$ cat config.mk
export PLATFORM = sky130hd
export DESIGN_NAME = tamper_lock_ctrl
export DESIGN_NICKNAME = d
export VERILOG_FILES = /design/src/rtl/tlc_pkg.sv /design/src/rtl/tlc_sync.sv /design/src/rtl/tlc_deglitch.sv /design/src/rtl/tlc_qualify.sv /design/src/rtl/tlc_erase_seq.sv /design/src/rtl/tamper_lock_ctrl.sv
export SDC_FILE = /design/constraint.sdc
export NUM_CORES = 1
export LEC_CHECK = 0
export CORE_ASPECT_RATIO = 1.5
export CORE_MARGIN = 2
export CORE_UTILIZATION = 36
export CTS_BUF_LIST = sky130_fd_sc_hd__clkbuf_8
export DETAILED_ROUTE_END_ITERATION = 6
export DONT_BUFFER_PORTS = 1
export HOLD_SLACK_MARGIN = 0.06
export PLACE_DENSITY = 0.49
export SLEW_MARGIN = 20
export SYNTH_ARGS = -nofsm -noshare
export SYNTH_HDL_FRONTEND = slang
export SYNTH_SLANG_ARGS = --single-unit
$ cat constraint.sdc
create_clock -name clk -period 2.39 [get_ports clk]
set_input_delay 0 -clock clk [delete_from_list [all_inputs] [get_ports clk]]
set_output_delay 0 -clock clk [all_outputs]
set_load 0.005 [all_outputs]
$ cat src/rtl/tlc_pkg.sv
package tlc_pkg;

   typedef enum logic [1:0] {
      ER_IDLE = 2'd0,
      ER_VEC  = 2'd1,
      ER_FILL = 2'd2,
      ER_KEY  = 2'd3
   } er_state_e;

   function automatic int max_int(input int a, input int b);
      return (a > b) ? a : b;
   endfunction

endpackage

$ cat src/rtl/tlc_sync.sv
module tlc_sync #(
   parameter int   STAGES  = 2,
   parameter logic RST_VAL = 1'b0
) (
   input  logic clk,
   input  logic rst_n,
   input  logic d_i,
   output logic q_o
);
   if (STAGES < 1) begin : g_bad_stages
      $error("tlc_sync: STAGES must be at least 1");
   end

   logic [STAGES-1:0] ff_q;

   for (genvar g = 0; g < STAGES; g++) begin : g_stage
      if (g == 0) begin : g_first
         always_ff @(posedge clk or negedge rst_n) begin
            if (!rst_n) ff_q[0] <= RST_VAL;
            else        ff_q[0] <= d_i;
         end
      end else begin : g_next
         always_ff @(posedge clk or negedge rst_n) begin
            if (!rst_n) ff_q[g] <= RST_VAL;
            else        ff_q[g] <= ff_q[g-1];
         end
      end
   end

   assign q_o = ff_q[STAGES-1];
endmodule

$ cat src/rtl/tlc_deglitch.sv
module tlc_deglitch #(
   parameter int SYNC_STAGES = 2,
   parameter int REJ_CYC     = 260,
   parameter int ACC_CYC     = 800
) (
   input  logic clk,
   input  logic rst_n,
   input  logic pin_i,
   output logic fire_o
);
   localparam int CW = $clog2(ACC_CYC + 1);
   localparam logic [CW-1:0] SAT_V  = CW'(ACC_CYC);
   localparam logic [CW-1:0] FIRE_V = CW'(ACC_CYC - 1);

   if (ACC_CYC <= REJ_CYC) begin : g_bad_window
      $error("tlc_deglitch: accept count must exceed reject count");
   end
   if (REJ_CYC < 1) begin : g_bad_rej
      $error("tlc_deglitch: reject count must be positive");
   end

   logic          pin_s;
   logic [CW-1:0] run_q;

   tlc_sync #(.STAGES(SYNC_STAGES), .RST_VAL(1'b0)) u_sync (
      .clk   (clk),
      .rst_n (rst_n),
      .d_i   (pin_i),
      .q_o   (pin_s)
   );

   always_ff @(posedge clk or negedge rst_n) begin
      if (!rst_n)              run_q <= '0;
      else if (!pin_s)         run_q <= '0;
      else if (run_q != SAT_V) run_q <= run_q + CW'(1);
   end

   assign fire_o = pin_s && (run_q == FIRE_V);
endmodule

$ cat src/rtl/tlc_qualify.sv
module tlc_qualify #(
   parameter int   SYNC_STAGES = 2,
   parameter int   HOLD_CYC    = 48,
   parameter logic IDLE_LEVEL  = 1'b1
) (
   input  logic clk,
   input  logic rst_n,
   input  logic pin_i,
   output logic active_o
);
   localparam int HW = $clog2(HOLD_CYC + 1);
   localparam logic [HW-1:0] LAST_V = HW'(HOLD_CYC - 1);

   if (HOLD_CYC < 2) begin : g_bad_hold
      $error("tlc_qualify: hold count must be at least 2");
   end

   logic          pin_s;
   logic          want;
   logic          act_q;
   logic [HW-1:0] hold_q;

   tlc_sync #(.STAGES(SYNC_STAGES), .RST_VAL(IDLE_LEVEL)) u_sync (
      .clk   (clk),
      .rst_n (rst_n),
      .d_i   (pin_i),
      .q_o   (pin_s)
   );

   assign want = (pin_s != IDLE_LEVEL);

   always_ff @(posedge clk or negedge rst_n) begin
      if (!rst_n) begin
         act_q  <= 1'b0;
         hold_q <= '0;
      end else if (want == act_q) begin
         hold_q <= '0;
      end else if (hold_q == LAST_V) begin
         act_q  <= want;
         hold_q <= '0;
      end else begin
         hold_q <= hold_q + HW'(1);
      end
   end

   assign active_o = act_q;
endmodule

$ cat src/rtl/tlc_erase_seq.sv
module tlc_erase_seq
   import tlc_pkg::*;
#(
   parameter int VEC_DEPTH  = 48,
   parameter int FILL_DEPTH = 32768,
   parameter int KILL_CYC   = 16,
   localparam int VEC_AW  = $clog2(VEC_DEPTH),
   localparam int FILL_AW = $clog2(FILL_DEPTH)
) (
   input  logic               clk,
   input  logic               rst_n,
   input  logic               start_i,
   input  logic               kill_i,
   output logic               busy_o,
   output logic               vec_wr_o,
   output logic [VEC_AW-1:0]  vec_addr_o,
   output logic               ext_wr_o,
   output logic [FILL_AW-1:0] ext_addr_o,
   output logic               reload_o,
   output logic               kill_o
);
   localparam int IW = max_int(VEC_AW, FILL_AW);
   localparam logic [IW-1:0] VEC_LAST  = IW'(VEC_DEPTH - 1);
   localparam logic [IW-1:0] FILL_LAST = IW'(FILL_DEPTH - 1);

   if (VEC_DEPTH < 2) begin : g_bad_vec
      $error("tlc_erase_seq: vector depth must be at least 2");
   end
   if ((FILL_DEPTH < 2) || ((FILL_DEPTH & (FILL_DEPTH - 1)) != 0)) begin : g_bad_fill
      $error("tlc_erase_seq: fill depth must be a power of two");
   end

   er_state_e     st_q;
   logic [IW-1:0] idx_q;

   always_ff @(posedge clk or negedge rst_n) begin
      if (!rst_n) begin
         st_q  <= ER_IDLE;
         idx_q <= '0;
      end else begin
         unique case (st_q)
            ER_IDLE: begin
               if (start_i) begin
                  st_q  <= ER_VEC;
                  idx_q <= '0;
               end
            end
            ER_VEC: begin
               if (idx_q == VEC_LAST) begin
                  st_q  <= ER_FILL;
                  idx_q <= '0;
               end else begin
                  idx_q <= idx_q + IW'(1);
               end
            end
            ER_FILL: begin
               if (idx_q == FILL_LAST) begin
                  st_q  <= ER_KEY;
                  idx_q <= '0;
               end else begin
                  idx_q <= idx_q + IW'(1);
               end
            end
            ER_KEY: begin
               st_q <= ER_IDLE;
            end
            default: st_q <= ER_IDLE;
         endcase
      end
   end

   assign busy_o     = (st_q != ER_IDLE);
   assign vec_wr_o   = (st_q == ER_VEC);
   assign ext_wr_o   = (st_q == ER_FILL);
   assign reload_o   = (st_q == ER_KEY);
   assign vec_addr_o = idx_q[VEC_AW-1:0];
   assign ext_addr_o = idx_q[FILL_AW-1:0];

   if (KILL_CYC > 0) begin : g_kill
      localparam int KW = $clog2(KILL_CYC + 1);
      logic [KW-1:0] kcnt_q;
      always_ff @(posedge clk or negedge rst_n) begin
         if (!rst_n)                               kcnt_q <= '0;
         else if (start_i && kill_i && !busy_o)    kcnt_q <= KW'(KILL_CYC);
         else if (kcnt_q != '0)                    kcnt_q <= kcnt_q - KW'(1);
      end
      assign kill_o = (kcnt_q != '0);
   end else begin : g_nokill
      assign kill_o = 1'b0;
   end
endmodule

$ cat src/rtl/tamper_lock_ctrl.sv
module tamper_lock_ctrl #(
   parameter int KEY_BYTES   = 8,
   parameter int VEC_DEPTH   = 48,
   parameter int FILL_DEPTH  = 32768,
   parameter int DATA_W      = 8,
   parameter int SYNC_STAGES = 2,
   parameter int SDI_REJ_CYC = 260,
   parameter int SDI_ACC_CYC = 800,
   parameter int QUAL_CYC    = 48,
   parameter int KILL_CYC    = 16,
   localparam int KEY_W   = KEY_BYTES * 8,
   localparam int VEC_AW  = $clog2(VEC_DEPTH),
   localparam int FILL_AW = $clog2(FILL_DEPTH)
) (
   input  logic               clk,
   input  logic               rst_n,
   input  logic               sdi_i,
   input  logic               prog_n_i,
   input  logic               cmd_clr_i,
   input  logic               cmd_set_i,
   input  logic               cmd_rekey_i,
   input  logic [KEY_W-1:0]   rnd_i,
   output logic [KEY_W-1:0]   key_o,
   output logic               key_valid_o,
   output logic               lock_o,
   output logic               loader_o,
   output logic               sram_permit_o,
   output logic               erase_busy_o,
   output logic               erase_done_o,
   output logic               vec_wr_o,
   output logic [VEC_AW-1:0]  vec_addr_o,
   output logic               ext_wr_o,
   output logic [FILL_AW-1:0] ext_addr_o,
   output logic [DATA_W-1:0]  ext_wdata_o,
   output logic               bus_kill_o
);
   if (KEY_BYTES < 1) begin : g_bad_key
      $error("tamper_lock_ctrl: key must have at least one byte");
   end
   if (SYNC_STAGES < 2) begin : g_bad_sync
      $error("tamper_lock_ctrl: at least two synchronizer stages required");
   end

   logic tamper;
   logic loader;
   logic busy;
   logic reload;
   logic start;
   logic set_ok;
   logic rekey_ok;

   logic [KEY_W-1:0] key_q;
   logic             kv_q;
   logic             lock_q;
   logic             done_q;
   logic             sess_q;

   tlc_deglitch #(
      .SYNC_STAGES (SYNC_STAGES),
      .REJ_CYC     (SDI_REJ_CYC),
      .ACC_CYC     (SDI_ACC_CYC)
   ) u_deglitch (
      .clk    (clk),
      .rst_n  (rst_n),
      .pin_i  (sdi_i),
      .fire_o (tamper)
   );

   tlc_qualify #(
      .SYNC_STAGES (SYNC_STAGES),
      .HOLD_CYC    (QUAL_CYC),
      .IDLE_LEVEL  (1'b1)
   ) u_qualify (
      .clk      (clk),
      .rst_n    (rst_n),
      .pin_i    (prog_n_i),
      .active_o (loader)
   );

   assign start    = !busy && (tamper || (loader && cmd_clr_i));
   assign set_ok   = loader && !busy && !tamper && cmd_set_i;
   assign rekey_ok = loader && !busy && !tamper && !lock_q && !sess_q && cmd_rekey_i;

   tlc_erase_seq #(
      .VEC_DEPTH  (VEC_DEPTH),
      .FILL_DEPTH (FILL_DEPTH),
      .KILL_CYC   (KILL_CYC)
   ) u_erase (
      .clk        (clk),
      .rst_n      (rst_n),
      .start_i    (start),
      .kill_i     (tamper),
      .busy_o     (busy),
      .vec_wr_o   (vec_wr_o),
      .vec_addr_o (vec_addr_o),
      .ext_wr_o   (ext_wr_o),
      .ext_addr_o (ext_addr_o),
      .reload_o   (reload),
      .kill_o     (bus_kill_o)
   );

   always_ff @(posedge clk or negedge rst_n) begin
      if (!rst_n) begin
         key_q <= '0;
         kv_q  <= 1'b0;
      end else if (start) begin
         key_q <= '0;
         kv_q  <= 1'b0;
      end else if (reload || rekey_ok) begin
         key_q <= rnd_i;
         kv_q  <= 1'b1;
      end
   end

   always_ff @(posedge clk or negedge rst_n) begin
      if (!rst_n)      lock_q <= 1'b0;
      else if (start)  lock_q <= 1'b0;
      else if (set_ok) lock_q <= 1'b1;
   end

   always_ff @(posedge clk or negedge rst_n) begin
      if (!rst_n)      done_q <= 1'b0;
      else if (start)  done_q <= 1'b0;
      else if (reload) done_q <= 1'b1;
   end

   always_ff @(posedge clk or negedge rst_n) begin
      if (!rst_n)                  sess_q <= 1'b0;
      else if (!loader)            sess_q <= 1'b0;
      else if (reload || rekey_ok) sess_q <= 1'b1;
   end

   assign key_o         = key_q;
   assign key_valid_o   = kv_q;
   assign lock_o        = lock_q;
   assign loader_o      = loader;
   assign erase_busy_o  = busy;
   assign erase_done_o  = done_q;
   assign sram_permit_o = loader && !lock_q && !busy;
   assign ext_wdata_o   = '0;
endmodule

== Yosys cells after proc, flatten, opt, wreduce, memory -nomap -nowiden ==
Index checks and enable logic that the tools add are counted.
Storage, ports and cells
  flip-flop bits (word level): 111
  output and inout port bits: 102
  input port bits: 71
Operators by class
  $add $sub $neg: 4
  eq/ne operators: 14
  bitwise operators: 2
  muxes and demuxes: 23
  reduce and logical (&&, ||, !) cells: 30
Operators with widths (count)
  $mux W64: 2
  $mux W15: 3
  $pmux W15 S3: 1
  $mux W10: 2
  $add A15 B1 Y15 const B: 1
  $eq A15 B15 Y1 const B: 1
  $eq A15 B6 Y1 const B: 1
  $logic_and A1 B1 Y1: 13
  $mux W6: 2
  $add A10 B1 Y10 const B: 1
  $eq A10 B10 Y1 const B: 1
  $mux W5: 2
  $ne A10 B10 Y1 const B: 1
  $reduce_bool A2 Y1: 5
  $ne A2 B1 Y1 const B: 4
  $pmux W2 S4: 1
  $mux W1: 7
  $add A6 B1 Y6 const B: 1
  $eq A6 B6 Y1 const B: 1
  $mux W2: 3
  $reduce_bool A5 Y1: 1
  $sub A5 B1 Y5 const B: 1
  $eq A2 B2 Y1 const B: 2
  $logic_not A1 Y1: 4
  other kinds (9): 12

== Logic depth before layout (Yosys ltp) ==
Gate-level depths: netlist (run 1).
  depth in word-level cells: 10
  depth in mapped cells: 9
  mapped depth without buffers: 7

== Cells and area by module ==
From an unflattened synthesis (run 1), not the netlist that was laid out.
Unflattened totals
  cell total of the unflattened synthesis: 546
  area total of the unflattened synthesis: 5622.9 sq um
Modules (own cells, without submodules)
  tamper_lock_ctrl: area an instance 3303.2 sq um, cells an instance 320, times used 1
  tlc_erase_seq: area an instance 1345.0 sq um, cells an instance 136, times used 1
  tlc_deglitch: area an instance 563.0 sq um, cells an instance 59, times used 1
  tlc_qualify: area an instance 309.0 sq um, cells an instance 27, times used 1
  tlc_sync at u_qualify.u_sync: area an instance 52.6 sq um, cells an instance 2, times used 1
  tlc_sync at u_deglitch.u_sync: area an instance 50.0 sq um, cells an instance 2, times used 1

== Least setup slack after synthesis (run 1) ==
OpenSTA, ideal clock, no wires.
  path kind: flip-flop to flip-flop
  start: register u_erase.st_q[0]
  end: register key_q[17], in the netlist key_o[17]
  buffers on the path: 2
  arrival time: 1.814 ns
  period minus slack after synthesis: 1.892 ns
  cell stages (with the launch flop): 10
  slack: 0.498 ns
  required time: 2.312 ns
  cells stage by stage: dfrtp_1 -> inv_1 -> ha_1 -> nand2_2 -> nor4b_4 -> a21o_1 -> buf_4 -> buf_6 -> nand2_1 -> a21oi_1
Between the ends
  longest elaborated chain between the ends: 9
RTL lines
  start, declared: line tlc_erase_seq.sv:33  | er_state_e st_q;
  start signal, assigned: line tlc_erase_seq.sv:38  | st_q <= ER_IDLE;
  start signal, assigned: line tlc_erase_seq.sv:44  | st_q <= ER_VEC;
  start signal, assigned: line tlc_erase_seq.sv:50  | st_q <= ER_FILL;
  $reduce_bool A2 Y1: line tlc_erase_seq.sv:72  | assign busy_o = (st_q != ER_IDLE);
  $logic_not A1 Y1: line tamper_lock_ctrl.sv:80, tamper_lock_ctrl.sv:82
  $logic_and A1 B1 Y1 (5 in series): line tamper_lock_ctrl.sv:82  | assign rekey_ok = loader && !busy && !tamper && !lock_q && !sess_q && cmd_rekey_i;
  $logic_or A1 B1 Y1: line tamper_lock_ctrl.sv:109  | end else if (reload || rekey_ok) begin
  $reduce_bool A2 Y1 (no source line)
  end signal, assigned: line tamper_lock_ctrl.sv:110  | key_q <= rnd_i;
  end, declared: line tamper_lock_ctrl.sv:52  | logic [KEY_W-1:0] key_q;
Parallel ways exist; a longest one is shown, timed or not.
A chain may end at the register's enable or synchronous reset.

== Worst setup path in the final report (run 1) ==
  start: register u_deglitch.run_q[0]
  end: register u_erase.idx_q[13], in the netlist u_erase.ext_addr_o[13]
Between the ends
  longest elaborated chain between the ends: 6
RTL lines
  start, declared: line tlc_deglitch.sv:23  | logic [CW-1:0] run_q;
  start signal, assigned: line tlc_deglitch.sv:35  | else if (run_q != SAT_V) run_q <= run_q + CW'(1);
  $eq A10 B10 Y1: line tlc_deglitch.sv:38  | assign fire_o = pin_s && (run_q == FIRE_V);
  $logic_and A1 B1 Y1: line tlc_deglitch.sv:38
  $logic_or A1 B1 Y1: line tamper_lock_ctrl.sv:80  | assign start = !busy && (tamper || (loader && cmd_clr_i));
  $logic_and A1 B1 Y1: line tamper_lock_ctrl.sv:80
  $ne A2 B1 Y1 (no source line)
  $reduce_and A2 Y1 (no source line)
  end signal, assigned: line tlc_erase_seq.sv:53  | idx_q <= idx_q + IW'(1);
  end signal, assigned: line tlc_erase_seq.sv:61  | idx_q <= idx_q + IW'(1);
  end, declared: line tlc_erase_seq.sv:34  | logic [IW-1:0] idx_q;
Every way passes these cells.

==> metrics.cfg, run 1 <==
[finish]
layout_common_cells=nand2_1 (151), dfrtp_1 (109), a21oi_1 (70), dlygate4sd3_1 (69), nor2_1 (39)
area_growth_pct=20.1
nNetsFinal=683
fillers=1342
drive_gt1_share_pct=6.60
fin_util_pct=44.1
final_common_cell=nand2_1
finalNonFillerCells=799

[clock_network]
clk_path_buf_depth=2
htreeDepth=3
cts_buffers=9
cts_resized=0
cts_hold_buffers=69
clkTransAtPathRegs_ns=0.11
clk_latency_ns=0.37
clock-sinks=111
cts_tree=done
clockRootBuffer=clkbuf_8
post_cts_buffers=0

[placed_design]
place_hpwl_mm=8.16
gp_congestion=0.766
port_buffers=0
placedCellCount=713

[detailed_routing]
dr.pass1.iters=4
drtIter0Drc=149
vias_per_cell=4.98
antenna_left=0
drc=0
wl_per_cell_um=15.6
route.vias.total=3981
drt-total-wl_mm=12.5

[flow_run]
drv_cap=0

[worst_setup_path]
crit_path_end_kind=flip-flop
worstPathRequired_ns=2.65
cp_max_fo=16
slowest_stage=a31o_1
crit_path_start_kind=flip-flop
cpPeakStageDelay_ns=0.48
critical_path_class=reg2reg
cp.arrival_ns=2.43
path_cells=ha_1 -> and4_4 -> nand4_4 -> a31o_1 -> a21o_1 -> a22o_1

[sta]
hold_ws_ns=-0.691
maxSlewViolCount=0
final_hold_viol_count=111
tightest_slew_ns=0.639
timing.final.crit_share_pct=90.5
rsz0062_at_grt=false
fmax_mhz=462
maxSlewHeadroom_pct=57.4
finalSetupViolCount=0
fin_crit_ns=2.16
setup_tns_ns=0
fin_skew_ns=0.0111

[power_and_ir_drop]
clockPowerShare_pct=36.7
p_seq_share_pct=59.5
ir_drop_v=0.000243
comb_power_share_pct=3.8
p_leak_nw=2.71
switching_share_pct=21.9
p_int_mw=2.50
power_switching_uw=699
powerDensity_mw_per_mm2=518

[synth]
ys_seq_elements=111
avgSynthCellArea_um2=9.46
yosys_warnings=0
synth-async-reset-ratio_pct=100
yosys_most_used_dff=dfrtp_1
seq_area_frac_synth_pct=54.1
netlist_area_mm2=0.00514
syn_inst=543
synth-edff-count=0
ys_types=55

[grt]
grt_pass1_vias=3956
grt-ovfl-total=0
grt_max_degree=112
grt_pass1_wl_mm=19.7
antenna_found_initial=1
grtUsageTotal_pct=16.1

[die]
std_cell_rows=53
die_w_um=102
io_pins=173
die_area_mm2=0.0153
die_h_um=150
core-area_mm2=0.0140
initial_core_util_pct=36.7

[status]
violations=negative hold slack
status=finished, violations left

[min_path]
worstHoldPathType=in2async

final cells by class:
cell class	count	area [um^2]	area share (%)
antenna	1	2.50	0.0406
clock buffer	10	138	2.23
clock inverter	6	68.8	1.12
inverter	11	41.3	0.669
multi-input combinational	391	2110	34.2
sequential	111	2780	45.1
tap	192	240	3.89
timing repair buffer	77	788	12.8
critical path, delay by kind of cell (launching register included):
family	cells	cell delay, ns
AO/OA/AOI/OAI	3	0.95
AND/OR/NAND/NOR	2	0.45
flip-flops	1	0.43
adder cells (fa/ha/maj)	1	0.22
metrics by stage:
stage | hold slack, ns | area (um^2) | total power, mW | worst slack (ns)
4_1_cts | -0.721 | 6170 | 3.27 | 0.208
6_report | -0.691 | 6170 | 3.19 | 0.227
2_1_floorplan | -0.296 | 5160 | 1.97 | 0.498
3_5_place_dp | -0.293 | 5270 | 1.97 | 0.228
3_3_place_gp | -0.293 | 5270 | 1.96 | 0.287
5_1_grt | -0.729 | 6170 | 3.35 | 0.0501
synth_stat cells (2+ instances only):
cell	count	area, um^2
inv_1	10	37.5
buf_4	15	113
nor2b_1	2	12.5
o311ai_1	4	35.0
nor3b_1	2	15.0
nor4_1	3	18.8
xor2_1	8	70.1
nor4b_1	2	17.5
a21oi_1	71	355
and3_1	5	31.3
nor3_1	2	10.0
nand3_1	17	85.1
clkbuf_1	2	7.51
nand4_1	5	31.3
dfrtp_1	109	2730
or3_1	3	18.8
a21o_1	7	52.6
nand2_1	151	567
o21ai_1	2	10.0
buf_6	4	45.0
nor2_1	39	146
ha_1	11	138
mux2i_1	2	20.0
o21ai_0	3	15.0
and4_1	2	17.5
and2_1	4	25.0
a22o_1	7	61.3
nand2b_1	4	25.0
dfstp_2	2	52.6
buf_2	15	75.1
xnor2_1	6	52.6
metal layers:
| layer | routed length (um) | track usage, % | vias to the layer above |
|---|---|---|---|
| li1 | - | - | 1906 |
| met4 | 147 | 5.14 | 0 |
| met2 | 6380 | 28.1 | 132 |
| met5 | 0 | 0 | - |
| met1 | 5070 | 19.4 | 1934 |
| met3 | 863 | 3.99 | 9 |
path summary, 6_finish.rpt:
check                           slack, ns                                 end                                start  cells past startpoint
worst max-delay path                 0.23  u_erase.ext_addr_o[13]$_DFFE_PN0P_      u_deglitch.run_q[0]$_DFFE_PN0P_                      6
worst min-delay path                -0.69               key_o[43]$_DFFE_PN0P_                                rst_n                      0
worst max register to register       0.23  u_erase.ext_addr_o[13]$_DFFE_PN0P_      u_deglitch.run_q[0]$_DFFE_PN0P_                      6
worst min register to register       0.36     u_deglitch.u_sync.q_o$_DFF_PN0_  u_deglitch.u_sync.ff_q[0]$_DFF_PN0_                      0
max in group asynchronous            2.85      u_qualify.u_sync.q_o$_DFF_PN1_                                rst_n                      0
min in group clk                     0.17  u_qualify.u_sync.ff_q[0]$_DFF_PN1_                             prog_n_i                      1
cells by family (layout without fill, tap and decap cells):
| kind of cell | Yosys count | in the layout | share of synthesized area (%) |
|---|---|---|---|
| adder cells (fa/ha/maj) | 11 | 11 | 2.68 |
| flip-flops | 111 | 111 | 54.1 |
| other | 1 | 9 | 0.0730 |
| buffers and inverters | 48 | 104 | 5.55 |
| AND/OR/NAND/NOR | 252 | 252 | 22.6 |
| AO/OA/AOI/OAI | 103 | 103 | 12.0 |
| XOR/XNOR | 14 | 14 | 2.39 |
| multiplexers | 3 | 3 | 0.609 |
power by group through the flow:
stage / Sequential [mW] / Clock [mW] / Combinational, mW
after floorplan: 1.93 / 0 / 0.0351
after global placement: 1.94 / 0 / 0.0293
after detailed placement: 1.94 / 0 / 0.0300
after CTS: 1.90 / 1.25 / 0.122
after global routing: 1.90 / 1.31 / 0.133
final: 1.90 / 1.17 / 0.122
flip-flops by register name, summed over array words and instances (netlist names), 2 cells and up:
register	flops
key_o	64
u_deglitch.run_q	10
u_erase.ext_addr_o	15
u_erase.g_kill.kcnt_q	5
u_erase.st_q	2
u_qualify.hold_q	6
(Power assumes the default switching activity.)
==> run 2: changes to the inputs <==
CORE_MARGIN = default   (was 2)
REMOVE_ABC_BUFFERS = 1   (was default)
==> run 2 against run 1 <==
The run still ends with negative hold slack left. Maximum frequency is 1.2% lower. Sequential share of layout area barely moved. Setup slack got worse by 0.026 ns. Power down 2.1%. Critical endpoint is now key_o[47]$_DFFE_PN0P_. Largest power group unchanged.
==> metrics.cfg, run 2 (same netlist as run 1, synthesis figures left out) <==
[detailed_routing]
dr.pass1.iters=4
vias_per_cell=5.00
drt-total-wl_mm=12.2
drc=0
drtIter0Drc=127
wl_per_cell_um=15.2
antenna_left=0
route.vias.total=3992

[clock_network]
clockRootBuffer=clkbuf_8
clk_latency_ns=0.38
clk_path_buf_depth=2
clkTransAtPathRegs_ns=0.13
clock-sinks=111
cts_tree=done
cts_hold_buffers=67
cts_buffers=9
htreeDepth=3

[min_path]
worstHoldPathType=in2async

[sta]
timing.final.crit_share_pct=91.6
fmax_mhz=457
hold_ws_ns=-0.704
setup_tns_ns=0
final_hold_viol_count=111
finalSetupViolCount=0
fin_skew_ns=0.0215
maxSlewHeadroom_pct=58.0
rsz0062_at_grt=false
tightest_slew_ns=0.630
fin_crit_ns=2.19
maxSlewViolCount=0

[die]
std_cell_rows=53
die_area_mm2=0.0148
die_h_um=148
core-area_mm2=0.0140
initial_core_util_pct=36.7
die_w_um=99.5
io_pins=173

[power_and_ir_drop]
finalPower_mw=3.13
powerDensity_mw_per_mm2=507
p_leak_nw=2.71
ir_drop_v=0.000254

[worst_setup_path]
critical_path_class=reg2reg
cp.arrival_ns=2.49
crit_path_start_kind=flip-flop
cpPeakStageDelay_ns=0.42
crit_path_end_kind=flip-flop
worstPathRequired_ns=2.69
critPathTopFamily=simple AND/OR/NAND/NOR gates
path_cells=inv_1 -> ha_2 -> nand2_2 -> nor4b_4 -> a21o_2 -> buf_12 -> nand2_1 -> a21oi_1
cp_max_fo=66
path_buf_inv=2
slowest_stage=dfrtp_1

[grt]
grt_pass1_wl_mm=20.0
grt_pass1_vias=4069
grt-ovfl-total=0
grt_max_degree=112
grtUsageTotal_pct=17.1
antenna_found_initial=0

[finish]
area_growth_pct=20.1
layout_common_cells=nand2_1 (151), dfrtp_1 (109), a21oi_1 (70), dlygate4sd3_1 (67), nor2_1 (39)
final_common_cell=nand2_1
antenna_cells=0
drive_gt1_share_pct=7.08
nNetsFinal=684
largest_reg_flops=64
fillers=1313

[flow_run]
drv_cap=0

[placed_design]
port_buffers=0
gp_congestion=0.772
place_hpwl_mm=7.82

[status]
status=finished, violations left
violations=negative hold slack

[run 2: report_power, final]
part | internal, mW | switching, mW
Combinational | 0.0855 | 0.0331
Clock | 0.407 | 0.703
Sequential | 1.89 | 0.00978
[run 2: worst paths after layout]
| path | startpoint | endpoint | slack [ns] | cells past startpoint |
|---|---|---|---|---|
| max | u_erase.st_q[0]$_DFFE_PN0P_ | key_o[47]$_DFFE_PN0P_ | 0.20 | 8 |
| min | rst_n | key_o[40]$_DFFE_PN0P_ | -0.70 | 0 |
| max reg2reg | u_erase.st_q[0]$_DFFE_PN0P_ | key_o[47]$_DFFE_PN0P_ | 0.20 | 8 |
| min reg2reg | u_qualify.u_sync.ff_q[0]$_DFF_PN1_ | u_qualify.u_sync.q_o$_DFF_PN1_ | 0.36 | 0 |
| max in group asynchronous | rst_n | u_qualify.u_sync.q_o$_DFF_PN1_ | 2.89 | 0 |
| min in group clk | cmd_clr_i | erase_done_o$_DFFE_PN0P_ | 0.10 | 3 |
[run 2: area by class of cell]
| class | count | area (um^2) | share of cell area (%) |
|---|---|---|---|
| Clock buffer | 9 | 124 | 2.01 |
| Clock inverter | 7 | 66.3 | 1.08 |
| Inverter | 11 | 41.3 | 0.669 |
| Multi-Input combinational cell | 391 | 2110 | 34.3 |
| Sequential cell | 111 | 2780 | 45.1 |
| Tap cell | 192 | 240 | 3.89 |
| Timing Repair Buffer | 78 | 803 | 13.0 |
[run 2: metal layers]
layer | wire length (um) | global-route usage (%) | up-vias
li1 | - | - | 1903
met1 | 4970 | 20.2 | 1947
met2 | 6240 | 29.5 | 129
met3 | 757 | 5.31 | 13
met4 | 193 | 5.37 | 0
met5 | 0 | 0 | -
[run 2: repair_timing]
action,CTS,global route
buffers inserted,0,3
endpoints found under the setup margin,0,46
hold endpoints to repair,178,111
gates resized for setup,0,1
[run 2: stage by stage]
stage          worst slack, ns  instance area (um^2)  hold WS [ns]  cells  util [%]
2_1_floorplan            -1.34                  4920        -0.296    513         -
3_3_place_gp             0.181                  5270        -0.291    713      37.7
3_5_place_dp             0.116                  5270        -0.291    713      37.7
4_1_cts                  0.101                  6130        -0.724    796      43.8
5_1_grt                 0.0335                  6170        -0.751    799      44.1
6_report                 0.201                  6170        -0.704    799      44.1
